[src/rtl/ssi_pkg.sv]
package ssi_pkg;
  typedef enum logic [1:0] {
    WM_OFF   = 2'b00,
    WM_THREE = 2'b01,
    WM_TWO   = 2'b10,
    WM_RSVD  = 2'b11
  } wire_mode_e;

  typedef enum logic [1:0] {
    CS_SOFT     = 2'b00,
    CS_TIMER    = 2'b01,
    CS_EXT_RISE = 2'b10,
    CS_EXT_FALL = 2'b11
  } clk_src_e;

  localparam logic [1:0] A_DATA = 2'd0;
  localparam logic [1:0] A_STAT = 2'd1;
  localparam logic [1:0] A_CTRL = 2'd2;

  localparam int B_START = 7;
  localparam int B_OVF   = 6;
  localparam int B_STOP  = 5;
  localparam int B_COLL  = 4;
  localparam int B_STRB  = 1;
endpackage

[src/rtl/ssi_pin_sync.sv]
module ssi_pin_sync #(
  parameter int W      = 2,
  parameter int STAGES = 2
) (
  input  logic         clk,
  input  logic         rst,
  input  logic [W-1:0] pin_i,
  output logic [W-1:0] lvl_o,
  output logic [W-1:0] rise_o,
  output logic [W-1:0] fall_o
);
  logic [STAGES-1:0][W-1:0] pipe_q;
  logic [W-1:0]             prev_q;

  always_ff @(posedge clk) begin
    if (rst) begin
      pipe_q <= '1;
      prev_q <= '1;
    end else begin
      pipe_q[0] <= pin_i;
      for (int s = 1; s < STAGES; s++) pipe_q[s] <= pipe_q[s-1];
      prev_q <= pipe_q[STAGES-1];
    end
  end

  assign lvl_o  = pipe_q[STAGES-1];
  assign rise_o = pipe_q[STAGES-1] & ~prev_q;
  assign fall_o = ~pipe_q[STAGES-1] & prev_q;
endmodule

[src/rtl/ssi_edge_counter.sv]
module ssi_edge_counter #(
  parameter int CNT_W = 4
) (
  input  logic             clk,
  input  logic             rst,
  input  logic             load_i,
  input  logic [CNT_W-1:0] load_val_i,
  input  logic             tick_i,
  output logic [CNT_W-1:0] cnt_o,
  output logic             wrap_o
);
  always_ff @(posedge clk) begin
    if (rst)         cnt_o <= '0;
    else if (load_i) cnt_o <= load_val_i;
    else if (tick_i) cnt_o <= cnt_o + 1'b1;
  end

  assign wrap_o = tick_i && !load_i && (cnt_o == '1);
endmodule

[src/rtl/ssi_bus_monitor.sv]
module ssi_bus_monitor (
  input  logic en_i,
  input  logic scl_lvl_i,
  input  logic sda_rise_i,
  input  logic sda_fall_i,
  output logic start_o,
  output logic stop_o
);
  assign start_o = en_i && scl_lvl_i && sda_fall_i;
  assign stop_o  = en_i && scl_lvl_i && sda_rise_i;
endmodule

[src/rtl/ser_shift_if.sv]
module ser_shift_if
  import ssi_pkg::*;
#(
  parameter int DATA_W      = 8,
  parameter int CNT_W       = 4,
  parameter int SYNC_STAGES = 2
) (
  input  logic              clk,
  input  logic              rst,
  input  logic [1:0]        reg_addr,
  input  logic              reg_we,
  input  logic [DATA_W-1:0] reg_wdata,
  output logic [DATA_W-1:0] reg_rdata,
  input  logic              tmr_tick_i,
  input  logic              di_sda_i,
  input  logic              sck_scl_i,
  output logic              do_o,
  output logic              do_oe,
  output logic              sda_oe,
  output logic              scl_oe,
  output logic              irq_start,
  output logic              irq_ovf
);
  localparam int MSB = DATA_W - 1;

  logic [MSB:0]       data_q;
  logic               out_q;
  logic               start_f, ovf_f, stop_f, coll_q;
  logic               start_ie, ovf_ie, strobe_q;
  wire_mode_e         mode_q;
  clk_src_e           src_q;
  logic [1:0]         pin_s, pin_rise, pin_fall;
  logic               shift_p, cnt_tick, cnt_wrap, latch_open;
  logic               start_det, stop_det;
  logic [CNT_W-1:0]   cnt_val;
  logic [MSB:0]       clr_mask, stat_v, ctrl_v;
  logic               wr_data, wr_stat, wr_ctrl, two_wire;

  assign wr_data  = reg_we && (reg_addr == A_DATA);
  assign wr_stat  = reg_we && (reg_addr == A_STAT);
  assign wr_ctrl  = reg_we && (reg_addr == A_CTRL);
  assign clr_mask = wr_stat ? reg_wdata : '0;
  assign two_wire = (mode_q == WM_TWO);

  // bit 0: data line, bit 1: clock line
  ssi_pin_sync #(.W(2), .STAGES(SYNC_STAGES)) u_sync (
    .clk    (clk),
    .rst    (rst),
    .pin_i  ({sck_scl_i, di_sda_i}),
    .lvl_o  (pin_s),
    .rise_o (pin_rise),
    .fall_o (pin_fall)
  );

  always_comb begin
    case (src_q)
      CS_SOFT:     begin shift_p = strobe_q;    cnt_tick = strobe_q;    latch_open = 1'b1;      end
      CS_TIMER:    begin shift_p = tmr_tick_i;  cnt_tick = tmr_tick_i;  latch_open = 1'b1;      end
      CS_EXT_RISE: begin shift_p = pin_rise[1]; cnt_tick = pin_rise[1] | pin_fall[1]; latch_open = !pin_s[1]; end
      default:     begin shift_p = pin_fall[1]; cnt_tick = pin_rise[1] | pin_fall[1]; latch_open = pin_s[1];  end
    endcase
  end

  ssi_edge_counter #(.CNT_W(CNT_W)) u_cnt (
    .clk        (clk),
    .rst        (rst),
    .load_i     (wr_stat),
    .load_val_i (reg_wdata[CNT_W-1:0]),
    .tick_i     (cnt_tick),
    .cnt_o      (cnt_val),
    .wrap_o     (cnt_wrap)
  );

  ssi_bus_monitor u_mon (
    .en_i       (two_wire),
    .scl_lvl_i  (pin_s[1]),
    .sda_rise_i (pin_rise[0]),
    .sda_fall_i (pin_fall[0]),
    .start_o    (start_det),
    .stop_o     (stop_det)
  );

  always_ff @(posedge clk) begin
    if (rst) begin
      data_q   <= '0;
      out_q    <= 1'b0;
      start_f  <= 1'b0;
      ovf_f    <= 1'b0;
      stop_f   <= 1'b0;
      coll_q   <= 1'b0;
      start_ie <= 1'b0;
      ovf_ie   <= 1'b0;
      mode_q   <= WM_OFF;
      src_q    <= CS_SOFT;
      strobe_q <= 1'b0;
    end else begin
      if (wr_data)      data_q <= reg_wdata;
      else if (shift_p) data_q <= {data_q[MSB-1:0], pin_s[0]};
      if (latch_open)   out_q  <= data_q[MSB];
      start_f <= start_det | (start_f & ~clr_mask[B_START]);
      ovf_f   <= cnt_wrap  | (ovf_f   & ~clr_mask[B_OVF]);
      stop_f  <= stop_det  | (stop_f  & ~clr_mask[B_STOP]);
      coll_q  <= two_wire && out_q && !pin_s[0];
      if (wr_ctrl) begin
        start_ie <= reg_wdata[B_START];
        ovf_ie   <= reg_wdata[B_OVF];
        mode_q   <= wire_mode_e'(reg_wdata[5:4]);
        src_q    <= clk_src_e'(reg_wdata[3:2]);
      end
      strobe_q <= wr_ctrl && reg_wdata[B_STRB];
    end
  end

  always_comb begin
    stat_v                 = '0;
    stat_v[CNT_W-1:0]      = cnt_val;
    stat_v[B_COLL]         = coll_q;
    stat_v[B_STOP]         = stop_f;
    stat_v[B_OVF]          = ovf_f;
    stat_v[B_START]        = start_f;
    ctrl_v                 = '0;
    ctrl_v[B_START]        = start_ie;
    ctrl_v[B_OVF]          = ovf_ie;
    ctrl_v[5:4]            = mode_q;
    ctrl_v[3:2]            = src_q;
  end

  always_ff @(posedge clk) begin
    if (rst) reg_rdata <= '0;
    else begin
      case (reg_addr)
        A_DATA:  reg_rdata <= data_q;
        A_STAT:  reg_rdata <= stat_v;
        A_CTRL:  reg_rdata <= ctrl_v;
        default: reg_rdata <= '0;
      endcase
    end
  end

  assign do_o      = out_q;
  assign do_oe     = (mode_q == WM_THREE);
  assign sda_oe    = two_wire && !out_q;
  assign scl_oe    = two_wire && (start_f || ovf_f);
  assign irq_start = start_f && start_ie;
  assign irq_ovf   = ovf_f && ovf_ie;
endmodule

[config.mk]
export PLATFORM = sky130hd
export DESIGN_NAME = ser_shift_if
export DESIGN_NICKNAME = d
export VERILOG_FILES = /design/src/rtl/ssi_pkg.sv /design/src/rtl/ssi_pin_sync.sv /design/src/rtl/ssi_edge_counter.sv /design/src/rtl/ssi_bus_monitor.sv /design/src/rtl/ser_shift_if.sv
export SDC_FILE = /design/constraint.sdc
export NUM_CORES = 1
export LEC_CHECK = 0
export BUFFER_PORTS_ARGS = -buffer_cell sky130_fd_sc_hd__buf_2
export CORE_AREA = 2 2 62 64
export CTS_CLUSTER_SIZE = 16
export DETAILED_ROUTE_END_ITERATION = 12
export DIE_AREA = 0 0 64 66
export HOLD_SLACK_MARGIN = 0.02
export PLACE_DENSITY = 0.71
export REMOVE_ABC_BUFFERS = 1
export SYNTH_ARGS = -nofsm -noshare
export SYNTH_HDL_FRONTEND = slang
export SYNTH_SLANG_ARGS = --single-unit
export TNS_END_PERCENT = 30
[constraint.sdc]
create_clock -name clk -period 1.76 [get_ports clk]
set_clock_uncertainty 0.05 [all_clocks]
set_input_delay 0.088 -clock clk [delete_from_list [all_inputs] [get_ports clk]]
set_output_delay 0.088 -clock clk [all_outputs]
set_load 0.05 [all_outputs]
## Word-level counts from Yosys, hierarchy flattened

Index checks and enable logic that the tools add are counted.

- Register bits after elaboration: 38
- Input port bits: 16
- Output and inout port bits: 14
- Logic and storage cells: 72

- Add/subtract/negate cells: 1
- Equal/unequal tests: 7
- Mux-type cells: 9
- Bitwise gates (word level): 14
- Reductions and logical operators: 25

Operator list:

| cell | count |
|---|---|
| 8-bit 2-to-1 mux | 3 |
| 8-bit one-hot mux with 3 select lines | 1 |
| 1-bit logical AND | 15 |
| 4-bit 2-to-1 mux | 2 |
| 2-bit by 1-bit == test with 1-bit output, second input constant | 3 |
| 2-bit == test, second input constant | 3 |
| 4-bit by 1-bit adder with 4-bit output, second input constant | 1 |
| 2-bit AND | 2 |
| 4-bit == test, second input constant | 1 |
| 1-bit logical NOT | 4 |
| 2-bit logical NOT | 2 |
| 2-bit inverter | 2 |
| 1-bit bitwise OR | 4 |
| 1-bit one-hot mux with 2 select lines | 2 |
| 2-bit nonzero test | 2 |
| 1-bit AND | 3 |
| 1-bit inverter | 3 |
| 1-bit one-hot mux with 3 select lines | 1 |
| 2-bit OR reduction | 1 |
| 1-bit logical OR | 1 |

## Logic depth before layout (Yosys ltp)

Gate-level depths: netlist of the first run.

- Depth after elaboration: 7
- Mapped depth: 7
- Depth with buffers taken out: 6

## By module

A second synthesis of the first run with hierarchy kept.

- Cells, all modules: 176
- Area total of the unflattened synthesis: 1680.4 µm²

By module, submodules not included:

| module | times used | cells an instance | area an instance (µm²) | sequential area each (µm²) |
|---|---|---|---|---|
| ser_shift_if | 1 | 132 | 1255.0 | 560.5 |
| ssi_edge_counter | 1 | 24 | 215.2 | 80.1 |
| ssi_pin_sync | 1 | 18 | 197.7 | 120.1 |
| ssi_bus_monitor | 1 | 2 | 12.5 | 0.0 |

## Worst setup path after synthesis of the first run

Ideal clock, no wire load.

- Path type: register to output
- From: register mode_q[1]
- To: output port sda_oe
- Data arrival time: 1322 ps
- Data required time: 1622 ps
- Setup slack: 300 ps
- Stages on the path, launching flop included: 3
- Buffers on the path: 0
- Cells stage by stage: dfxtp_1 -> nor2b_1 -> nor2b_1

- Word-level cells in the longest chain between the ends: 2

Ends and longest elaborated chain:

| item | line | RTL |
|---|---|---|
| start, declared | ser_shift_if.sv:30 | `wire_mode_e mode_q;` |
| start signal, assigned | ser_shift_if.sv:107 | `mode_q <= wire_mode_e'(reg_wdata[5:4]);` |
| 2-bit == test | ser_shift_if.sv:43 | `assign two_wire = (mode_q == WM_TWO);` |
| 1-bit logical AND | ser_shift_if.sv:142 | `assign sda_oe = two_wire && !out_q;` |
| end, declared | ser_shift_if.sv:19 | `output logic sda_oe,` |

No other way between the ends.

## Worst setup path after layout of the first run

Same ends and word-level chain as after synthesis.

==> summary.txt, run 1 <==
Layout
  • Diode count: 0
  • Most frequent cells in the layout: dfxtp_1 (37), buf_2 (29), nor2_1 (26)
  • Most common cell after layout, fill and taps aside: dfxtp_1
  • Fin util: just under 60%
  • Fraction of layout cells with a size suffix above 1: approximately 28%
  • Area growth from synthesis to layout: 20.1%
  • Nets@finish: 240
  • Fill cells: approximately 320

Synth
  • Post-synthesis sequential area ratio: between 40% and 50%
  • Warnings, synthesis: 0
  • Syn Std Cell Area: between 1500 and 2000 sq um
  • Post-Synthesis Cells: 182
  • Share of flip-flops with an asynchronous set or reset: 0%
  • Post-synth EDFFs: 0
  • Netlist cell types: 36
  • Main flop type after synthesis: dfxtp_1
  • Synth Area per Inst: about 9.5 sq um
  • Synthesized flop and latch total: 38

CTS
  • CTS clk-pin slew, worst paths: 0.11 ns
  • TritonCTS buffer count: 5
  • Clock Latency Late Sink: between 0.3 and 0.4 ns
  • CTS tree: built
  • Sink Count: 38
  • H-tree Lvls: 2
  • Clk root buf: clkbuf_4
  • Clk buf depth: 2

Setup path
  • CP required: roughly 1.6 ns
  • Crit path kind: reg -> out
  • Critical path fanouts, max: 5
  • Critical Path End: sda_oe
  • Worst reg2reg endpoint: data_q[5]$_SDFFE_PP0P_
  • Crit start category: flip-flop
  • Critical Path Start: mode_q[1]$_SDFFE_PP0N_
  • Crit path capture type: output port
  • R2r worst-path depth: 6
  • Arrival time worst endpoint: around 1.5 ns
  • FF-to-FF Start: u_sync.lvl_o[1]$_SDFF_PP1_
  • Reg2reg setup slack: roughly 0.20 ns

Die
  • Die width: 64 um
  • Core ar.: about 3600 sq um
  • I/O pins: 30
  • Initial Utilization: between 40 and 50%
  • Die ar.: between 4000 and 5000 sq um
  • Rows: 22
  • Die Y: 66 um

Global routing
  • Overall Global Routing Usage: between 10% and 20%
  • Vias in the first global route: 1340
  • Largest net degree at the start of global routing: 21
  • GRT Residual Overflow: 0
  • First-pass GRT wire length: ~6300 um
  • Initial antenna violation count: 0

Pwr
  • LEAKAGE: around 0.93 nW
  • Worst VDD drop: a little under 500 uV
  • P per Cell Area: roughly 800 nW/um^2

Placed design
  • GP Congestion: 0.743
  • I/O Buffers: 29
  • DP Wirelength: 2610 um

Drt
  • Routed wire length per instance: between 10 and 15 um
  • Drt total wl: between 3000 and 4000 um
  • DRC viols: 0
  • Iter 0 DRT Violations: a little over 60
  • Vias/cell: between 5 and 6
  • Antenna-violating nets left: 0
  • Router iterations before antenna repair: 4
  • Via count: around 1400

STA
  • Peak Freq: around 630 MHz
  • Setup TNS: 0 ns
  • Slew Limit Fails: 0
  • Final worst path period need: roughly 1.6 ns
  • Final hold vios: 0
  • Period utilisation layout: around nine tenths
  • Relative slew slack: between 50% and 60%
  • Least-Margin Pin Slew: slightly below 0.7 ns
  • Worst hold slack: approximately 0.052 ns
  • Endpoints failing setup: 0
  • RSZ-0062 raised after global routing: false

Status
  • Outcome: finished, final reports clean

Hold path
  • HP Start: reg_addr[1]
  • HP Class: in -> reg

Job
  • Max-cap violations: 0
==> cell families (layout without fill, tap and decap cells) <==
kind of cell,after synthesis,count (layout),synth area share (%)
XOR/XNOR,3,3,1.51
AND/OR/NAND/NOR,70,70,20.1
AO/OA/AOI/OAI,32,32,14.6
adder cells (fa/ha/maj),3,3,2.16
multiplexers,21,21,12.5
buffers and inverters,15,55,5.26
flip-flops,38,38,43.8
==> Yosys cell counts (2+ instances only) <==
cell type  instances  area share [%]
a211oi_1           4             1.7
a211oi_2           8             5.8
a21oi_1           15             4.3
and2_1             2            0.72
and3_1             2            0.72
buf_2              4             1.2
buf_4              2            0.86
buf_6              3             1.9
clkbuf_1           3            0.65
dfxtp_1           38              44
ha_1               3             2.2
inv_1              3            0.65
mux2i_1           19              11
nand2_1           13             2.8
nand3_1            8             2.3
nor2_1            26             5.6
nor2b_1            4             1.4
nor3_1             2            0.58
or2_2              5             1.8
xor2_1             2             1.0
==> per-stage QoR <==
| stage | instance area (sq um) | std cells | setup WS, ns | total power (W) |
|---|---|---|---|---|
| final | 2080 | 270 | 0.166 | 0.00169 |
| after global routing | 2080 | 270 | 0.0322 | 0.00177 |
| after CTS | 2080 | 270 | 0.0501 | 0.00170 |
| after detailed placement | 1900 | 252 | 0.0559 | 0.00113 |
| after global placement | 1900 | 252 | 0.161 | 0.00113 |
| after floorplan | 1660 | 170 | 0.260 | 0.00105 |
==> critical path, stage by stage (launching register included) <==
cell and delay, ns:
dfxtp_1 0.39, nor2b_2 0.27, nor2b_1 0.18, buf_2 0.27
==> state kept, by name (all words and copies together) (netlist names) <==
name / flops
data_q: 8
reg_rdata: 8
u_cnt.cnt_o: 4
mode_q: 2
src_q: 2
u_sync.lvl_o: 2
u_sync.pipe_q: 2
u_sync.prev_q: 2
coll_q: 1
do_o: 1
ovf_f: 1
ovf_ie: 1
start_f: 1
start_ie: 1
stop_f: 1
strobe_q: 1
==> area by class of cell <==
class	count	area, sq um	area share (%)
tap	48	60.1	2.88
clock buffer	8	78.8	3.78
inverter	3	11.3	0.540
multi-input combinational	129	890	42.7
timing repair buffer	44	283	13.6
sequential	38	762	36.6
==> worst min-delay path by stage <==
stage / end / slack (ns) / cells after the start
final: reg_rdata[0]$_SDFF_PP0_ / 0.05 / 3
after global routing: reg_rdata[0]$_SDFF_PP0_ / 0.05 / 3
after floorplan: data_q[0]$_SDFFE_PP0P_ / 0.10 / 1
after global placement: u_sync.pipe_q[1]$_SDFF_PP1_ / 0.22 / 2
after detailed placement: u_sync.pipe_q[0]$_SDFF_PP1_ / 0.23 / 2
after CTS: reg_rdata[0]$_SDFF_PP0_ / 0.04 / 3
==> what timing repair did <==
action / in CTS / in global routing
hold endpoints to repair: 22 / 0
setup endpoints to repair: 0 / 10
gates resized for setup: 0 / 3
hold buffers: 10 / 0
setup buffers: 0 / 0
==> power by group <==
group	internal [W]	total, W	switching [W]
registers	0.000893	0.000919	0.0000263
logic	0.0000939	0.000211	0.000117
clock network	0.000273	0.000557	0.000284
==> per-layer routing <==
| metal | vias up | global-route usage (%) | part of all wire [%] |
|---|---|---|---|
| met4 | 0 | 6.52 | 1.4 |
| met2 | 39 | 31.5 | 46 |
| met3 | 5 | 5.62 | 5.8 |
| li1 | 708 | - | - |
| met1 | 654 | 24.5 | 47 |
| met5 | - | 0 | 0 |
(Power assumes the default switching activity.)
==> run 2: changes to the inputs <==
Settings changed: CORE_AREA 2 2 62 64 to 2 2 87 89, DIE_AREA 0 0 64 66 to 0 0 89 91, PLACE_DENSITY 0.71 to default.
==> summary.txt, run 2 (synthesis gave the netlist of run 1 again) <==
Status
  • Outcome: finished, final reports clean

STA
  • Least-Margin Pin Slew: 0.659 ns (-0.0224 ns)
  • Peak Freq: 631 MHz (+0.59%)
  • Relative slew slack: 56.1% (+1.5 points)
  • Final worst path period need: 1.58 ns (-0.00927 ns)
  • Setup ws final: 0.175 ns (+0.00927 ns)
  • Final hold vios: 0 (unchanged)
  • Setup TNS: 0 ns (unchanged)
  • Period utilisation layout: 90.1% (-0.53 points)
  • Slew Limit Fails: 0 (unchanged)
  • RSZ-0062 raised after global routing: false
  • Endpoints failing setup: 0 (unchanged)

Global routing
  • GRT Residual Overflow: 0 (unchanged)
  • Vias in the first global route: 1327 (-0.97%)
  • Initial antenna violation count: 0 (unchanged)
  • Overall Global Routing Usage: 10.4% (-9.0 points)
  • First-pass GRT wire length: 6530 um (+3.5%)
  • Largest net degree at the start of global routing: 25 (+19%)

Drt
  • DRC viols: 0 (unchanged)
  • Antenna-violating nets left: 0 (unchanged)
  • Routed wl met2: 1800 um (+6.6%)
  • Met3 WL post-DR: 150 um (-29%)
  • Via count: 1400 (-0.43%)
  • Highest routed metal layer: met4
  • Routed wire length per instance: 12.5 um (-8.3%)
  • Drt total wl: 3930 um (+7.0%)
  • Metal-1 WL: 1950 um (+14%)
  • Iter 0 DRT Violations: 56 (-8.2%)
  • Vias/cell: 4.44 (-15%)
  • Router iterations before antenna repair: 4 (unchanged)

Setup path
  • Critical-path cell list: nor2b_1, nor2b_1, buf_2
  • R2r worst-path depth: 6 (unchanged)
  • Family with the most delay on the worst path: simple AND/OR/NAND/NOR gates
  • Slowest cell delay on critical path: 0.36 ns (-0.03 ns)
  • WP buf/inv: 1 (unchanged)
  • Worst reg2reg endpoint: data_q[1]$_SDFFE_PP0P_
  • Crit start category: flip-flop
  • Arrival time worst endpoint: 1.45 ns (about the same)
  • CP required: 1.62 ns (about the same)
  • Crit path kind: reg -> out
  • FF-to-FF Start: u_sync.lvl_o[1]$_SDFF_PP1_
  • Reg2reg setup slack: 0.20 ns (about the same)
  • Most frequent cell on the critical path: nor2b_1
  • Critical path fanouts, max: 5 (unchanged)
  • Crit path capture type: output port
  • Slowest stage cell, crit path: dfxtp_1

Hold path
  • Worst hold stages: 3 (unchanged)
  • WHS Endpoint: start_ie$_SDFFE_PP0N_
  • HP Class: in -> reg
  • HP Start: reg_wdata[7]

Pwr
  • LEAKAGE: 0.924 nW (-1.2%)
  • Worst VDD drop: 262 uV (-46%)
  • P per Cell Area: 860 nW/um^2 (+6.2%)

CTS
  • CTS clk-pin slew, worst paths: 0.07 ns (-0.04 ns)
  • H-tree Lvls: 2 (unchanged)
  • TritonCTS buffer count: 5 (unchanged)
  • Clock Latency Late Sink: 0.28 ns (-0.07 ns)
  • Clk buf depth: 2 (unchanged)
  • Sink Count: 38 (unchanged)
  • Clk root buf: clkbuf_8
  • CTS tree: built

Layout
  • Diode count: 0 (unchanged)
  • Fraction of layout cells with a size suffix above 1: 28.2% (+0.31 points)
  • Fill cells: 807 (+150%)
  • Top flop regs: data_q x8, reg_rdata x8, u_cnt.cnt_o x4
  • Multi-input combinational cell area: 887 sq um (-0.28%)
  • Most frequent cells in the layout: dfxtp_1 (38), buf_2 (29), nor2_1 (26)
  • Fin cells: 315 (+17%)
  • Area growth from synthesis to layout: 21.8%
  • Final Cell Area: 2110 sq um (+1.4%)
  • Register area: 761 sq um (-0.16%)
  • Most common cell after layout, fill and taps aside: dfxtp_1
  • Nets@finish: 234 (-2.5%)

Die
  • Die Y: 91 um (+38%)
  • Die width: 89 um (+39%)
  • I/O pins: 30 (unchanged)
  • Core ar.: 7140 sq um (+100%)
  • Rows: 31 (+41%)
  • Initial Utilization: 24.3% (-25 points)
  • Die ar.: 8100 sq um (+92%)

Placed design
  • I/O Buffers: 29 (unchanged)
  • DP Cell Count: 304 (+21%)
  • Pre-CTS setup slack: 0.0875 ns (+0.0316 ns)
  • Cell Area, Placed: 1970 sq um (+3.8%)
  • DP Wirelength: 2880 um (+11%)
  • GP Congestion: 0.726 (-2.2%)

Job
  • Max-cap violations: 0 (unchanged)
==> run 2: worst min-delay path: cells and delay by family <==
family	cells	cell delay, ns
AND/OR/NAND/NOR	1	0.06
AO/OA/AOI/OAI	1	0.05
buffers and inverters	1	0.12
==> run 2: final cells by class <==
| cell class | count | area share [%] |
|---|---|---|
| clock buffers | 8 | 5.21 |
| well taps | 99 | 5.86 |
| inverters | 3 | 0.533 |
| flip-flops and latches | 38 | 36.0 |
| repair buffers | 38 | 10.4 |
| multi-input cells | 129 | 42.0 |
==> run 2: worst max path at each step <==
stage,startpoint,to,slack (ns),cells past startpoint
6_report,mode_q[1]$_SDFFE_PP0N_,sda_oe,0.18,3
5_1_grt,u_sync.lvl_o[1]$_SDFF_PP1_,data_q[1]$_SDFFE_PP0P_,0.03,6
2_1_floorplan,u_sync.lvl_o[1]$_SDFF_PP1_,data_q[0]$_SDFFE_PP0P_,0.26,6
3_3_place_gp,u_sync.lvl_o[1]$_SDFF_PP1_,data_q[0]$_SDFFE_PP0P_,0.15,6
4_1_cts,u_sync.lvl_o[1]$_SDFF_PP1_,data_q[1]$_SDFFE_PP0P_,0.08,6
3_5_place_dp,u_sync.lvl_o[1]$_SDFF_PP1_,data_q[5]$_SDFFE_PP0P_,0.09,6
==> run 2: what timing repair did <==
action | 4_1_cts | 5_1_grt
hold endpoints to repair | 3 | 0
setup endpoints to repair | 0 | 8
hold buffers | 3 | 0
buffers inserted | 0 | 0
gates resized for setup | 0 | 1
==> run 2: report_power, final <==
group	leakage [nW]	switching, W	internal [W]	total, W
registers	0.310	0.0000259	0.000892	0.000918
clock network	0.0575	0.000299	0.000396	0.000695
logic	0.556	0.000119	0.0000853	0.000204
==> run 2: metrics by stage <==
| step | util, % | hold WS (ns) | total power, W |
|---|---|---|---|
| after floorplan | - | 0.103 | 0.00105 |
| after global placement | 27.6 | 0.223 | 0.00113 |
| after detailed placement | 27.6 | 0.236 | 0.00114 |
| after CTS | 29.6 | 0.0236 | 0.00184 |
| after global routing | 29.6 | 0.0302 | 0.00190 |
| final | 29.6 | 0.0289 | 0.00182 |
==> run 2: metal layers <==
layer	vias to the layer above	global-route usage, %
li1	697	-
met4	0	3.48
met1	674	14.1
met5	-	0
met2	27	15.7
met3	2	3.09
==> run 3: changes to the inputs <==
Clock period 1.76 ns to 1.8 ns, I/O delays scaled along.
==> summary.txt, run 3 (synthesis gave the netlist of run 1 again) <==
CTS
  • Clock Latency Late Sink: 0.29 ns (about the same)
  • Sink Count: 38 (unchanged)
  • CTS clk-pin slew, worst paths: 0.08 ns (about the same)
  • TritonCTS buffer count: 5 (unchanged)
  • Post-CTS setup repair buffer count: 0 (unchanged)
  • H-tree Lvls: 2 (unchanged)
  • Clk buf depth: 2 (unchanged)
  • CTS tree: built
  • Clk root buf: clkbuf_8

Die
  • Initial Utilization: 24.3% (unchanged)
  • I/O pins: 30 (unchanged)
  • Die Y: 91 um (unchanged)
  • Die width: 89 um (unchanged)
  • Core ar.: 7140 sq um (unchanged)
  • Rows: 31 (unchanged)
  • Die ar.: 8100 sq um (unchanged)

Setup path
  • Critical path fanouts, max: 5 (unchanged)
  • Crit path capture type: output port
  • WP buf/inv: 1 (unchanged)
  • Slowest cell delay on critical path: 0.36 ns (about the same)
  • Crit path kind: reg -> out
  • Crit start category: flip-flop
  • Critical-path cell list: nor2b_1, nor2b_1, buf_2
  • CP required: 1.66 ns (+0.04 ns)
  • Most frequent cell on the critical path: nor2b_1
  • Family with the most delay on the worst path: simple AND/OR/NAND/NOR gates
  • Arrival time worst endpoint: 1.45 ns (about the same)
  • Slowest stage cell, crit path: dfxtp_1

Global routing
  • GR Util met1: 14.4% (+0.33 points)
  • GR peak layer: met2
  • Grt met3 use: 2.36% (-0.73 points)
  • Initial antenna violation count: 0 (unchanged)
  • Largest net degree at the start of global routing: 17 (-32%)
  • Vias in the first global route: 1375 (+3.6%)
  • Grt met2 use: 16.8% (+1.1 points)
  • GRT Residual Overflow: 0 (unchanged)
  • Overall Global Routing Usage: 10.8% (+0.37 points)
  • First-pass GRT wire length: 6780 um (+3.8%)

STA
  • Period utilisation layout: roughly 90%
  • Final hold vios: 0 (unchanged)
  • Relative slew slack: 53.9% (-2.2 points)
  • Endpoints failing setup: 0 (unchanged)
  • Final worst path period need: around 1.6 ns
  • Peak Freq: between 600 and 700 MHz
  • RSZ-0062 raised after global routing: false
  • Slew Limit Fails: 0 (unchanged)
  • Least-Margin Pin Slew: 0.692 ns (+0.0331 ns)
  • Setup TNS: 0 ns (unchanged)

Layout
  • Diode count: 0 (unchanged)
  • Register area: 761 sq um (unchanged)
  • Nets@finish: 234 (unchanged)
  • Multi-input combinational cell area: 887 sq um (unchanged)
  • Final Cell Area: 2080 sq um (-1.5%)
  • Fraction of layout cells with a size suffix above 1: 27.9% (-0.33 points)
  • Fill cells: 790 (-2.1%)
  • Most frequent cells in the layout: dfxtp_1 (38), buf_2 (29), nor2_1 (26)
  • Most common cell after layout, fill and taps aside: dfxtp_1
  • Area growth from synthesis to layout: 20.0%
  • Top flop regs: data_q x8, reg_rdata x8, u_cnt.cnt_o x4

Placed design
  • DP Wirelength: 2900 um (+0.76%)
  • Cell Area, Placed: 1970 sq um (unchanged)
  • GP Congestion: 0.745 (+2.6%)
  • I/O Buffers: 29 (unchanged)

Pwr
  • Logic pwr share: 12.1% (+0.9 points)
  • Flop pwr share: 54.4% (+3.9 points)
  • Clock Power Share: 33.4% (-4.8 points)
  • Internal power: 0.00122 W (-11%)
  • NetSw: 0.000434 W (-2.2%)
  • P per Cell Area: 792 nW/um^2 (-7.8%)
  • Worst VDD drop: 241 uV (-8.2%)
  • LEAKAGE: 0.910 nW (-1.5%)
  • Sw Ratio: 26.3% (+1.9 points)

Drt
  • Via count: 1413 (+0.93%)
  • Routed wire length per instance: 12.7 um (+1.4%)
  • Iter 0 DRT Violations: 48 (-14%)
  • Router iterations before antenna repair: 4 (unchanged)
  • Vias/cell: 4.50 (+1.2%)
  • DRC viols: 0 (unchanged)
  • Drt total wl: 3970 um (+1.1%)
  • Antenna-violating nets left: 0 (unchanged)

Status
  • Outcome: finished, final reports clean

Job
  • Max-cap violations: 0 (unchanged)

Hold path
  • HP Class: in -> reg
## run 3: cell types whose count changed in the layout (fill, tap and decap cells not counted), sizes merged
cell / before / now
clkbuf: 8 / 5
clkinv: 0 / 2
## run 3: per-stage QoR
step                power (W)  hold slack, ns  cells  utilization, %  setup slack (ns)
floorplan             0.00102           0.105    170               -             0.300
global placement      0.00111           0.235    304            27.6             0.194
detailed placement    0.00111           0.237    304            27.6             0.147
CTS                   0.00167          0.0223    314            29.1             0.125
global route          0.00173          0.0399    314            29.2            0.0850
finish                0.00165          0.0272    314            29.2             0.205
## run 3: tightest hold or removal path: stages
cell	delay (ns)
buf_2	0.12
nand3_1	0.06
a21oi_1	0.05
## run 3: area by class of cell
| type | instances | area share, % |
|---|---|---|
| repair buffers | 38 | 10.6 |
| clock buffers | 5 | 3.31 |
| well taps | 99 | 5.95 |
| clock inverters | 2 | 0.481 |
| flip-flops and latches | 38 | 36.5 |
| multi-input cells | 129 | 42.6 |
| inverters | 3 | 0.541 |
## run 3: layer usage
| layer | part of all wire [%] | up-vias |
|---|---|---|
| li1 | - | 695 |
| met1 | 46 | 681 |
| met2 | 48 | 33 |
| met3 | 4.8 | 4 |
| met4 | 0.75 | 0 |
| met5 | 0 | - |
## run 3: final timing paths
| check | from | end | slack [ns] | cells past startpoint |
|---|---|---|---|---|
| setup reg to reg | src_q[0]$_SDFFE_PP0N_ | u_cnt.cnt_o[2]$_SDFFE_PP0P_ | 0.22 | 4 |
| hold reg to reg | u_sync.pipe_q[0]$_SDFF_PP1_ | u_sync.lvl_o[0]$_SDFF_PP1_ | 0.36 | 1 |
| hold / removal | reg_wdata[5] | mode_q[1]$_SDFFE_PP0N_ | 0.03 | 3 |
| setup / recovery | mode_q[1]$_SDFFE_PP0N_ | sda_oe | 0.21 | 3 |
## run 3: what timing repair did
action | CTS | global route
endpoints found under the hold margin | 3 | 0
hold buffers | 3 | 0
setup endpoints to repair | 0 | 1
gates resized for setup | 0 | 1
## run 3: power by group through the flow
| stage | combinational (W) | clock [W] | sequential (W) |
|---|---|---|---|
| 2_1_floorplan | 0.0000967 | 0 | 0.000927 |
| 3_3_place_gp | 0.000193 | 0 | 0.000917 |
| 3_5_place_dp | 0.000194 | 0 | 0.000917 |
| 4_1_cts | 0.000200 | 0.000569 | 0.000898 |
| 5_1_grt | 0.000222 | 0.000601 | 0.000902 |
| 6_report | 0.000200 | 0.000552 | 0.000898 |
